<file path="src/rtl/shm_guard_pkg.sv">
package shm_guard_pkg;

  // Register select values on the core port.
  localparam logic SEL_CTRL = 1'b0;
  localparam logic SEL_SEM  = 1'b1;

  // Strobes passed from the control decode into the datapath.
  typedef struct packed {
    logic setRd;      // host read violation
    logic setWr;      // host write violation
    logic clrRd;      // core write-1-to-clear of the read flag
    logic clrWr;      // core write-1-to-clear of the write flag
    logic ldEn;       // core writes the control/status register
    logic enVal;      // new interrupt enable value
    logic ldCoreSem;  // core writes its semaphore nibble
    logic ldHostSem;  // host writes its semaphore nibble
  } guardStrobe_t;

endpackage

</file>
<file path="src/rtl/shm_guard_ctrl.sv">
module shm_guard_ctrl
  import shm_guard_pkg::*;
#(
  parameter int ADDR_W = 16,
  parameter int BLK_W  = 3,
  parameter int DATA_W = 8
) (
  input  logic                    hostReq,
  input  logic                    hostWrite,
  input  logic [ADDR_W-1:0]       hostAddr,
  input  logic [(1<<BLK_W)-1:0]   readProt,
  input  logic [ADDR_W-1:0]       rsvBase,
  input  logic [ADDR_W-1:0]       rsvLimit,
  input  logic                    hostSemWe,
  input  logic                    coreWe,
  input  logic                    coreAddr,
  input  logic [DATA_W-1:0]       coreWdata,
  output guardStrobe_t            stb
);

  localparam int NUM_BLK = 1 << BLK_W;

  logic [BLK_W-1:0] blkIdx;
  logic             blkLocked;
  logic             inReserved;
  logic             violation;
  logic             ctrlWrite;
  logic             unusedWdata;

  assign blkIdx     = hostAddr[ADDR_W-1 -: BLK_W];
  assign blkLocked  = readProt[blkIdx];
  assign inReserved = (hostAddr >= rsvBase) && (hostAddr <= rsvLimit);
  assign violation  = hostReq && (blkLocked || inReserved);
  assign ctrlWrite  = coreWe && (coreAddr == SEL_CTRL);

  // Control/status bits above the enable carry no state.
  assign unusedWdata = ^coreWdata[DATA_W-1:3];

  always_comb begin
    stb           = '0;
    stb.setRd     = violation && !hostWrite;
    stb.setWr     = violation && hostWrite;
    stb.clrRd     = ctrlWrite && coreWdata[0];
    stb.clrWr     = ctrlWrite && coreWdata[1];
    stb.ldEn      = ctrlWrite;
    stb.enVal     = coreWdata[2];
    stb.ldCoreSem = coreWe && (coreAddr == SEL_SEM);
    stb.ldHostSem = hostSemWe;
  end

  // An access without the strobe must never produce a set.
  always_comb begin
    if (!hostReq) begin
      assert_no_set_idle_R1: assert (!stb.setRd && !stb.setWr);
    end
  end

  // The protect vector must cover every block index.
  if (NUM_BLK < 2) begin : g_blkCheck
    initial assert_blk_width_R3: assert (NUM_BLK >= 2);
  end

endmodule

</file>
<file path="src/rtl/shm_guard_dp.sv">
module shm_guard_dp
  import shm_guard_pkg::*;
#(
  parameter int SEM_W  = 4,
  parameter int DATA_W = 2 * SEM_W
) (
  input  logic              clk,
  input  logic              rstN,
  input  guardStrobe_t      stb,
  input  logic [DATA_W-1:0] coreWdata,
  input  logic [SEM_W-1:0]  hostSemWdata,
  input  logic              coreAddr,
  output logic [DATA_W-1:0] coreRdata,
  output logic [DATA_W-1:0] semView,
  output logic              coreIrq
);

  localparam int PAD_W = DATA_W - 3;

  logic             rdErr, wrErr, irqEn, irqQ;
  logic [SEM_W-1:0] hostSem, coreSem;
  logic [DATA_W-1:0] ctrlView;
  logic             anyErr;

  assign anyErr = rdErr || wrErr;

  // Sticky error flags: a set on the same edge overrides a clear.
  always_ff @(posedge clk or negedge rstN) begin
    if (!rstN) begin
      rdErr <= 1'b0;
      wrErr <= 1'b0;
    end else begin
      if (stb.setRd)      rdErr <= 1'b1;
      else if (stb.clrRd) rdErr <= 1'b0;
      if (stb.setWr)      wrErr <= 1'b1;
      else if (stb.clrWr) wrErr <= 1'b0;
    end
  end

  always_ff @(posedge clk or negedge rstN) begin
    if (!rstN) begin
      irqEn <= 1'b0;
      irqQ  <= 1'b0;
    end else begin
      if (stb.ldEn) irqEn <= stb.enVal;
      irqQ <= irqEn && anyErr;
    end
  end

  always_ff @(posedge clk or negedge rstN) begin
    if (!rstN) begin
      hostSem <= '0;
      coreSem <= '0;
    end else begin
      if (stb.ldHostSem) hostSem <= hostSemWdata;
      if (stb.ldCoreSem) coreSem <= coreWdata[DATA_W-1:SEM_W];
    end
  end

  assign ctrlView  = {{PAD_W{1'b0}}, irqEn, wrErr, rdErr};
  assign semView   = {coreSem, hostSem};
  assign coreRdata = (coreAddr == SEL_SEM) ? semView : ctrlView;
  assign coreIrq   = irqQ;

  assert_set_rd_R1: assert property (@(posedge clk) disable iff (!rstN)
    stb.setRd |=> rdErr);
  assert_no_spurious_rd_R1: assert property (@(posedge clk) disable iff (!rstN)
    (!rdErr && !stb.setRd) |=> !rdErr);
  assert_set_wr_R2: assert property (@(posedge clk) disable iff (!rstN)
    stb.setWr |=> wrErr);
  assert_sticky_rd_R4: assert property (@(posedge clk) disable iff (!rstN)
    (rdErr && !stb.clrRd) |=> rdErr);
  assert_sticky_wr_R4: assert property (@(posedge clk) disable iff (!rstN)
    (wrErr && !stb.clrWr) |=> wrErr);
  assert_set_wins_R5: assert property (@(posedge clk) disable iff (!rstN)
    (stb.setRd && stb.clrRd) |=> rdErr);
  assert_irq_rise_R6: assert property (@(posedge clk) disable iff (!rstN)
    (irqEn && anyErr) |=> coreIrq);
  assert_irq_quiet_R6: assert property (@(posedge clk) disable iff (!rstN)
    (!irqEn || !anyErr) |=> !coreIrq);
  assert_core_sem_hold_R8: assert property (@(posedge clk) disable iff (!rstN)
    !stb.ldCoreSem |=> $stable(semView[DATA_W-1:SEM_W]));
  assert_host_sem_hold_R8: assert property (@(posedge clk) disable iff (!rstN)
    !stb.ldHostSem |=> $stable(semView[SEM_W-1:0]));

  always_comb begin
    if (coreAddr == SEL_CTRL) begin
      assert_pad_zero_R9: assert (coreRdata[DATA_W-1:3] == '0);
    end
  end

endmodule

</file>
<file path="src/rtl/shm_host_guard.sv">
module shm_host_guard
  import shm_guard_pkg::*;
#(
  parameter int ADDR_W = 16,
  parameter int BLK_W  = 3,
  parameter int SEM_W  = 4
) (
  input  logic                  clk,
  input  logic                  rstN,
  input  logic                  hostReq,
  input  logic                  hostWrite,
  input  logic [ADDR_W-1:0]     hostAddr,
  input  logic [(1<<BLK_W)-1:0] readProt,
  input  logic [ADDR_W-1:0]     rsvBase,
  input  logic [ADDR_W-1:0]     rsvLimit,
  input  logic                  hostSemWe,
  input  logic [SEM_W-1:0]      hostSemWdata,
  output logic [2*SEM_W-1:0]    semView,
  input  logic                  coreWe,
  input  logic                  coreAddr,
  input  logic [2*SEM_W-1:0]    coreWdata,
  output logic [2*SEM_W-1:0]    coreRdata,
  output logic                  coreIrq
);

  localparam int DATA_W = 2 * SEM_W;

  guardStrobe_t stb;

  shm_guard_ctrl #(
    .ADDR_W(ADDR_W), .BLK_W(BLK_W), .DATA_W(DATA_W)
  ) u_ctrl (
    .hostReq   (hostReq),
    .hostWrite (hostWrite),
    .hostAddr  (hostAddr),
    .readProt  (readProt),
    .rsvBase   (rsvBase),
    .rsvLimit  (rsvLimit),
    .hostSemWe (hostSemWe),
    .coreWe    (coreWe),
    .coreAddr  (coreAddr),
    .coreWdata (coreWdata),
    .stb       (stb)
  );

  shm_guard_dp #(
    .SEM_W(SEM_W), .DATA_W(DATA_W)
  ) u_dp (
    .clk          (clk),
    .rstN         (rstN),
    .stb          (stb),
    .coreWdata    (coreWdata),
    .hostSemWdata (hostSemWdata),
    .coreAddr     (coreAddr),
    .coreRdata    (coreRdata),
    .semView      (semView),
    .coreIrq      (coreIrq)
  );

endmodule

</file>
<file path="config.mk">
export PLATFORM = sky130hd
export DESIGN_NAME = shm_host_guard
export DESIGN_NICKNAME = d
export VERILOG_FILES = /design/src/rtl/shm_guard_pkg.sv /design/src/rtl/shm_guard_ctrl.sv /design/src/rtl/shm_guard_dp.sv /design/src/rtl/shm_host_guard.sv
export SDC_FILE = /design/constraint.sdc
export NUM_CORES = 1
export LEC_CHECK = 0
export ABC_AREA = 1
export BUFFER_PORTS_ARGS = -buffer_cell sky130_fd_sc_hd__buf_2
export CAP_MARGIN = 20
export CORE_ASPECT_RATIO = 1.5
export CORE_MARGIN = 3
export CORE_UTILIZATION = 39
export DETAILED_ROUTE_END_ITERATION = 8
export PLACE_DENSITY_LB_ADDON = 0.15
export SLEW_MARGIN = 20
export SYNTH_ARGS = -nofsm -noshare
export SYNTH_HDL_FRONTEND = slang
export SYNTH_SLANG_ARGS = --single-unit
</file>
<file path="constraint.sdc">
create_clock -name clk -period 0.8 [get_ports clk]
set_input_delay 0.2 -clock clk [delete_from_list [all_inputs] [get_ports clk]]
set_output_delay 0.2 -clock clk [all_outputs]
set_load 0.03 [all_outputs]
</file>
==> results of run 1 <==
## metal layers
layer / vias to the layer above / GRT usage / wire [um]
met5: - / 0 / 0
met4: 0 / 0.06176 / 79
met3: 10 / 0.01272 / 169
met2: 55 / 0.4450 / 2990
met1: 777 / 0.1890 / 1506
li1: 872 / - / -
## final timing paths
check	end	cells after the start	start	slack, ns
min in group asynchronous	u_dp.coreIrq$_DFF_PN0_	2	rstN	0.38
worst max register to register	u_dp.coreSem[2]$_DFFE_PN0P_	2	u_dp.coreSem[2]$_DFFE_PN0P_	-0.12
worst min-delay path	u_dp.hostSem[3]$_DFFE_PN0P_	2	hostSemWdata[3]	0.19
worst min register to register	u_dp.coreIrq$_DFF_PN0_	2	u_dp.rdErr$_DFFE_PN0P_	0.55
max in group asynchronous	u_dp.coreSem[3]$_DFFE_PN0P_	2	rstN	0.18
worst max-delay path	coreRdata[0]	3	u_dp.hostSem[0]$_DFFE_PN0P_	-0.35
## stage by stage
stage / setup slack [ns] / cells / util / area (sq um) / power [mW]
2_1_floorplan: -0.3595 / 209 / - / 1841 / 1.652
3_3_place_gp: -0.5919 / 348 / 0.6863 / 2411 / 2.163
3_5_place_dp: -0.6103 / 348 / 0.6863 / 2411 / 2.201
4_1_cts: -0.3366 / 354 / 0.7835 / 2753 / 3.034
5_1_grt: -0.4373 / 354 / 0.8162 / 2868 / 3.367
6_report: -0.3540 / 354 / 0.8162 / 2868 / 3.150
## kinds of logic after synthesis
family	count (synthesis)
flops	12
fa+ha+maj	32
buf+inv	54
compound gates	29
mux	8
simple gates	74
## worst max-delay path, cell delays in order, from the launching register on
cell and delay, ns:
dfrtp_2 0.42, nand2_1 0.09, o21ai_2 0.06, buf_6 0.13
## cells in the mapped netlist, types with 2 or more instances
library cell and n:
inv_1 49, nand2_1 49, ha_1 32, a21oi_1 13
dfrtp_1 12, nor2_1 12, mux2_2 8, nand3_1 7
o21ai_0 7, inv_2 3, nand4_1 2, o21ai_2 2
## area by class of cell
cell class	count	share of cell area
tap	42	0.01832
clock buffer	3	0.01440
sequential	12	0.1082
multi-input combinational	143	0.5017
inverter	53	0.08595
timing repair buffer	101	0.2714
## report_power, final
| group | total (mW) | switching (mW) | internal (mW) |
|---|---|---|---|
| logic | 1.82 | 0.904 | 0.920 |
| registers | 0.789 | 0.0836 | 0.705 |
| clock network | 0.537 | 0.206 | 0.331 |
## timing repair
item	4_1_cts	5_1_grt
gates cloned	0	0
endpoints found under the setup margin	20	27
endpoints found under the hold margin	12	0
gates resized for setup	76	31
pin swaps	23	12
setup buffers	2	0
hold buffers	1	0
## registers in the layout (all words and copies together) (netlist names)
| name | cells |
|---|---|
| u_dp.wrErr | 1 |
| u_dp.rdErr | 1 |
| u_dp.coreIrq | 1 |
| u_dp.hostSem | 4 |
| u_dp.coreSem | 4 |
| u_dp.irqEn | 1 |
## cell usage in the layout (no fill, tap or decap), drive strengths merged, types with 3 or more instances in the layout
master	n
nand2	50
ha	32
inv	52
a21oi	14
buf	100
o21ai	10
nor2	13
dfrtp	12
mux2	8
clkbuf	3
nand3	7
==> summary.md, run 1 <==
| Metric | Value |
|---|---|
| Status | `complete, but fails checks` |
| Failing checks | `setup timing` |
| Fin. max-slew vios | `0` |
| CTS tree | `built` |
| FILL cells | `227` |
| H-tree Lvls | `1` |
| Max Cap Viol | `0` |
| DR DRC count | `0` |
| Setup ws final | `-0.3540 ns` |
| Vias in the first global route | `1756` |
| Initial core utilization | `0.4174` |
| Number of inserted diodes | `0` |
| Setup_tns | `-5.108 ns` |
| Critical path peak fanout | `3` |
| Num Clock Sinks | `12` |
| Register area | `310.3 sq um` |
| Critical path endpoint category | `primary output` |
| CTS Buffer Depth | `2` |
| Vias | `1714` |
| Die width | `56.07 um` |
| Multi-input gate area | `0.001439 sq mm` |
| Fin crit share | `1.443` |
| Core Footprint | `0.003513 sq mm` |
| Mapped Area | `0.001466 sq mm` |
| Post-Synthesis Cells | `209` |
| Critical Path RT | `0.60 ns` |
| Drt pass-1 iters | `4` |
| Ys flop type | `dfrtp_1` |
| Drt wl/cell | `13.41 um` |
| Num CTS Buffers | `3` |
| Synthesis-to-finish area growth | `95.56%` |
| Synth unique cells | `25` |
| XOR/XNOR share of the synthesized area | `0` |
| Largest family of logic cells by synthesized area | `adder cells` |
| Multiplexer area fraction after synthesis | `0.06143` |
| HPWL Detailed | `3614 um` |
| Clk_skew | `0.001501 ns` |
| Seq/Total Area, Yosys | `0.2048` |
| GPL Wtd Cong | `0.7747` |
| Clock-pin transition on the worst setup and hold timing paths | `0.05 ns` |
| Total Die Area | `0.004547 sq mm` |
| Synth Area in Adders | `0.2730` |
| Setup CP Type | `reg2out` |
| IO Port Bufs | `90` |
| Worst vdd ir | `0.9843 mV` |
| Layout cells sized above 1 | `0.6955` |
| NumNets Final | `421` |
| Post-Syn Area per Cell | `7.016 sq um` |
| Clock latency at the later pin of the worst-skew pair | `0.24 ns` |
| Post-DRT Antenna Nets | `0` |
| Initial antenna violation count | `0` |
| Row count | `26` |
| Total GRT Usage | `0.2017` |
| RSZ-0062 raised after global routing | `true` |
| Hold WS | `0.1902 ns` |
| Seq cells post-synth | `12` |
| Final setup violation count | `24` |
| Pin count of the biggest net entering global routing | `13` |
| CP Launch Type | `flop` |
| Synth warn | `0` |
| First-pass GRT wire length | `7403 um` |
| Final WL | `4746 um` |
| Final hold viol count | `0` |
| Post-synth EDFFs | `0` |
| Ports | `92` |
| Simple-Gate Fraction of Synth Area | `0.2073` |
| Net count after synthesis | `316` |
| Grt total ovfl | `0` |
| Post-synthesis compound-gate area fraction | `0.1152` |
| Drt initial violations | `30` |
| Post-layout min period | `1.154 ns` |
| Max transition margin | `0.8152` |
| Critical path arrival | `0.95 ns` |
| Worst-Margin Slew | `0.2773 ns` |
| Vias per cell | `4.842` |
| Die height | `81.10 um` |
| Root Buffer | `clkbuf_8` |
| LEAKAGE | `1.444 nW` |
| Ranking of synthesized cells by area | `ha_1 (27%), dfrtp_1 (20%), inv_1 (13%)` |
| Hold Crit Class | `in2reg` |
| Synth top area share | `0.2730` |
| Area leader, netlist | `ha_1` |
| PD cells | `1099 mW/mm^2` |
| F_max | `866.5 MHz` |
| Async S/R FF share, synth | `1.000` |
(Power assumes the default switching activity.)
==> run 2: changes to the inputs <==
--- a/config.mk
+++ b/config.mk
@@ -14,4 +14,5 @@
 export DETAILED_ROUTE_END_ITERATION = 8
 export PLACE_DENSITY_LB_ADDON = 0.15
+export REMOVE_ABC_BUFFERS = 1
 export SLEW_MARGIN = 20
 export SYNTH_ARGS = -nofsm -noshare
==> constraint.sdc (replaced) <==
create_clock -name clk -period 0.8 [get_ports clk]
set_input_delay 0.2 -clock clk [delete_from_list [all_inputs] [get_ports clk]]
set_output_delay 0.2 -clock clk [all_outputs]
set_load 0.005 [all_outputs]
==> run 2 against run 1 <==
The flow still finishes with violations (setup timing); largest cell class unchanged; combinational power is 33% lower; die area did not move; core utilization fell by 10 points; highest routed layer unchanged; clock skew is 0.0021 ns higher; routed wire length is 17% lower; count of clock-buffer cells in the layout up 1; non-clock buffer count shrank 1.
==> summary.md, run 2 (synthesized netlist as in run 1, its figures left out) <==
| Metric | Value |
|---|---|
| Vias | `1663 (was 1714)` |
| Pin count of the biggest net entering global routing | `13 (unchanged)` |
| Setup CP Type | `in2reg (was reg2out)` |
| Max transition margin | `0.8221 (was 0.8152)` |
| CP Launch Type | `primary input (was flop)` |
| Grt total ovfl | `0 (unchanged)` |
| Ports | `92 (unchanged)` |
| Int Pwr | `1.791 mW (was 1.956 mW)` |
| Critical path endpoint category | `flop (was primary output)` |
| Die height | `81.10 um (unchanged)` |
| Sw frac | `0.3126 (was 0.3791)` |
| CP max-delay cell | `ha_4 (was dfrtp_2)` |
| Worst vdd ir | `1.049 mV (was 0.9843 mV)` |
| DR DRC count | `0 (unchanged)` |
| NumNets Final | `420 (was 421)` |
| Most frequent cells in the layout | `buf_2 (74), nand2_1 (43), inv_1 (38), ha_4 (22), inv_2 (13) (was buf_2 (52), buf_6 (34), nand2_1 (30), ha_4 (26), inv_2 (21))` |
| Row count | `26 (unchanged)` |
| Initial antenna violation count | `0 (unchanged)` |
| RR Startpoint | `u_dp.hostSem[1]$_DFFE_PN0P_ (was u_dp.coreSem[2]$_DFFE_PN0P_)` |
| Vias in the first global route | `1677 (was 1756)` |
| Critical path arrival | `1.29 ns (was 0.95 ns)` |
| Status | `complete, but fails checks (unchanged)` |
| Buf+Inv Stages, Crit Path | `3 (was 1)` |
| DR top layer | `met4 (unchanged)` |
| Setup ws final | `-0.3593 ns (was -0.3540 ns)` |
| Routed wire length on met2 | `2257 um (was 2990 um)` |
| First-pass GRT wire length | `6486 um (was 7403 um)` |
| F_max | `862.6 MHz (was 866.5 MHz)` |
| Setup_tns | `-3.948 ns (was -5.108 ns)` |
| Initial core utilization | `0.4174 (unchanged)` |
| FILL cells | `308 (was 227)` |
| Core Footprint | `0.003513 sq mm (unchanged)` |
| Clock network power share | `0.247 (was 0.170)` |
| Clock latency at the later pin of the worst-skew pair | `0.24 ns (about the same)` |
| CP startpoint | `rsvBase[7] (was u_dp.hostSem[0]$_DFFE_PN0P_)` |
| Drt wl/cell | `11.14 um (was 13.41 um)` |
| Total Die Area | `0.004547 sq mm (unchanged)` |
| GPL Wtd Cong | `0.7366 (was 0.7747)` |
| Hold Startpoint | `coreWdata[4] (was hostSemWdata[3])` |
| Fin. max-slew vios | `0 (unchanged)` |
| Dpl ws | `-0.6483 ns (was -0.6103 ns)` |
| Seq pwr share | `0.285 (was 0.250)` |
| Num Clock Sinks | `12 (unchanged)` |
| CTS tree | `built (unchanged)` |
| Drt pass-1 iters | `4 (unchanged)` |
| Num CTS Buffers | `3 (unchanged)` |
| PD cells | `1039 mW/mm^2 (was 1099 mW/mm^2)` |
| Number of inserted diodes | `0 (unchanged)` |
| WL met3 | `239 um (was 169 um)` |
| Fin crit share | `1.449 (was 1.443)` |
| Total GRT Usage | `0.1754 (was 0.2017)` |
| RSZ-0062 raised after global routing | `true (unchanged)` |
| Clk_skew | `0.003598 ns (was 0.001501 ns)` |
| Drt initial violations | `18 (was 30)` |
| Top flop regs | `u_dp.coreSem x4, u_dp.hostSem x4 (unchanged)` |
| NetSw | `0.8145 mW (was 1.194 mW)` |
| Root Buffer | `clkbuf_8 (unchanged)` |
| Hold Crit Class | `in2reg (unchanged)` |
| IO Port Bufs | `90 (unchanged)` |
| HPWL Detailed | `3152 um (was 3614 um)` |
| LEAKAGE | `1.390 nW (was 1.444 nW)` |
| Failing checks | `setup timing (unchanged)` |
| Synthesis-to-finish area growth | `70.99% (was 95.56%)` |
| Most common cell after layout, fill and taps aside | `buf_2 (unchanged)` |
| Final setup violation count | `20 (was 24)` |
| Final Util | `0.7137 (was 0.8162)` |
| Post-DRT Antenna Nets | `0 (unchanged)` |
| H-tree Lvls | `1 (unchanged)` |
| Hold WS | `0.1905 ns (was 0.1902 ns)` |
| Final hold viol count | `0 (unchanged)` |
| CP Cell Sequence | `buf_6 > inv_4 > ha_4 > nand2_1 > inv_1 > nor2_1 > o21a_1 > nand2_1 > nand2_1 > nand2_1 > nand2_1 > nand2_1 > nand3_1 > nand2_1 (was nand2_1 > o21ai_2 > buf_6)` |
| Final WL | `3942 um (was 4746 um)` |
| Worst-Margin Slew | `0.2668 ns (was 0.2773 ns)` |
| CTS Buffer Depth | `2 (unchanged)` |
| Critical Path RT | `0.93 ns (was 0.60 ns)` |
| Critical path peak fanout | `2 (was 3)` |
| Combinational power share | `0.467 (was 0.579)` |
| Max Cap Viol | `0 (unchanged)` |
| DRT met1 WL | `1345 um (was 1506 um)` |
| Delay-heaviest family, CP | `simple AND/OR/NAND/NOR gates (was flip-flops)` |
| Die width | `56.07 um (unchanged)` |
| Vias per cell | `4.698 (was 4.842)` |
| Layout cells sized above 1 | `0.5224 (was 0.6955)` |
| CP max stage delay | `0.19 ns (was 0.42 ns)` |
| Most used cell, CP | `nand2_1` |
| Clock-pin transition on the worst setup and hold timing paths | `0.05 ns (about the same)` |
| Post-layout min period | `1.159 ns (was 1.154 ns)` |
run 2: layer usage:
metal / GRT usage / up-vias
met5: 0 / -
met4: 0.07126 / 0
met3: 0.02385 / 10
met2: 0.3782 / 60
met1: 0.1567 / 725
li1: - / 868
run 2: what timing repair did:
item | in CTS | in global routing
cloned | 0 | 0
hold endpoints to repair | 12 | 0
endpoints found under the setup margin | 19 | 20
pin swaps | 31 | 4
hold buffers | 1 | 0
buffers inserted | 1 | 0
resized for setup | 64 | 7
run 2: metrics by stage:
| stage | total power, mW | instances | instance area [sq um] |
|---|---|---|---|
| global route | 2.842 | 354 | 2507 |
| CTS | 2.613 | 354 | 2491 |
| detailed placement | 1.716 | 348 | 2038 |
| finish | 2.605 | 354 | 2507 |
| floorplan | 1.249 | 208 | 1463 |
| global placement | 1.702 | 348 | 2038 |
run 2: path summary, 6_finish.rpt:
| path | to | slack [ns] | cells after the start |
|---|---|---|---|
| setup / recovery | u_dp.rdErr$_DFFE_PN0P_ | -0.36 | 14 |
| hold / removal | u_dp.coreSem[0]$_DFFE_PN0P_ | 0.19 | 2 |
| setup reg to reg | u_dp.hostSem[1]$_DFFE_PN0P_ | -0.07 | 2 |
| hold reg to reg | u_dp.wrErr$_DFFE_PN0P_ | 0.52 | 2 |
| max in group asynchronous | u_dp.wrErr$_DFFE_PN0P_ | 0.22 | 2 |
| min in group asynchronous | u_dp.coreIrq$_DFF_PN0_ | 0.37 | 2 |
run 2: power groups by stage:
stage | registers [mW] | logic, mW | clock network [mW]
2_1_floorplan | 0.755 | 0.493 | 0
3_3_place_gp | 0.749 | 0.953 | 0
3_5_place_dp | 0.750 | 0.966 | 0
4_1_cts | 0.743 | 1.20 | 0.671
5_1_grt | 0.755 | 1.39 | 0.700
6_report | 0.743 | 1.22 | 0.645
run 2: cell type report:
| class | instances | area, sq um | area share |
|---|---|---|---|
| Multi-Input combinational cell | 143 | 1272 | 0.5075 |
| Inverter | 53 | 201.4 | 0.08034 |
| Timing Repair Buffer | 100 | 625.6 | 0.2495 |
| Clock buffer | 4 | 55.05 | 0.02196 |
| Tap cell | 42 | 52.55 | 0.02096 |
| Sequential cell | 12 | 300.3 | 0.1198 |
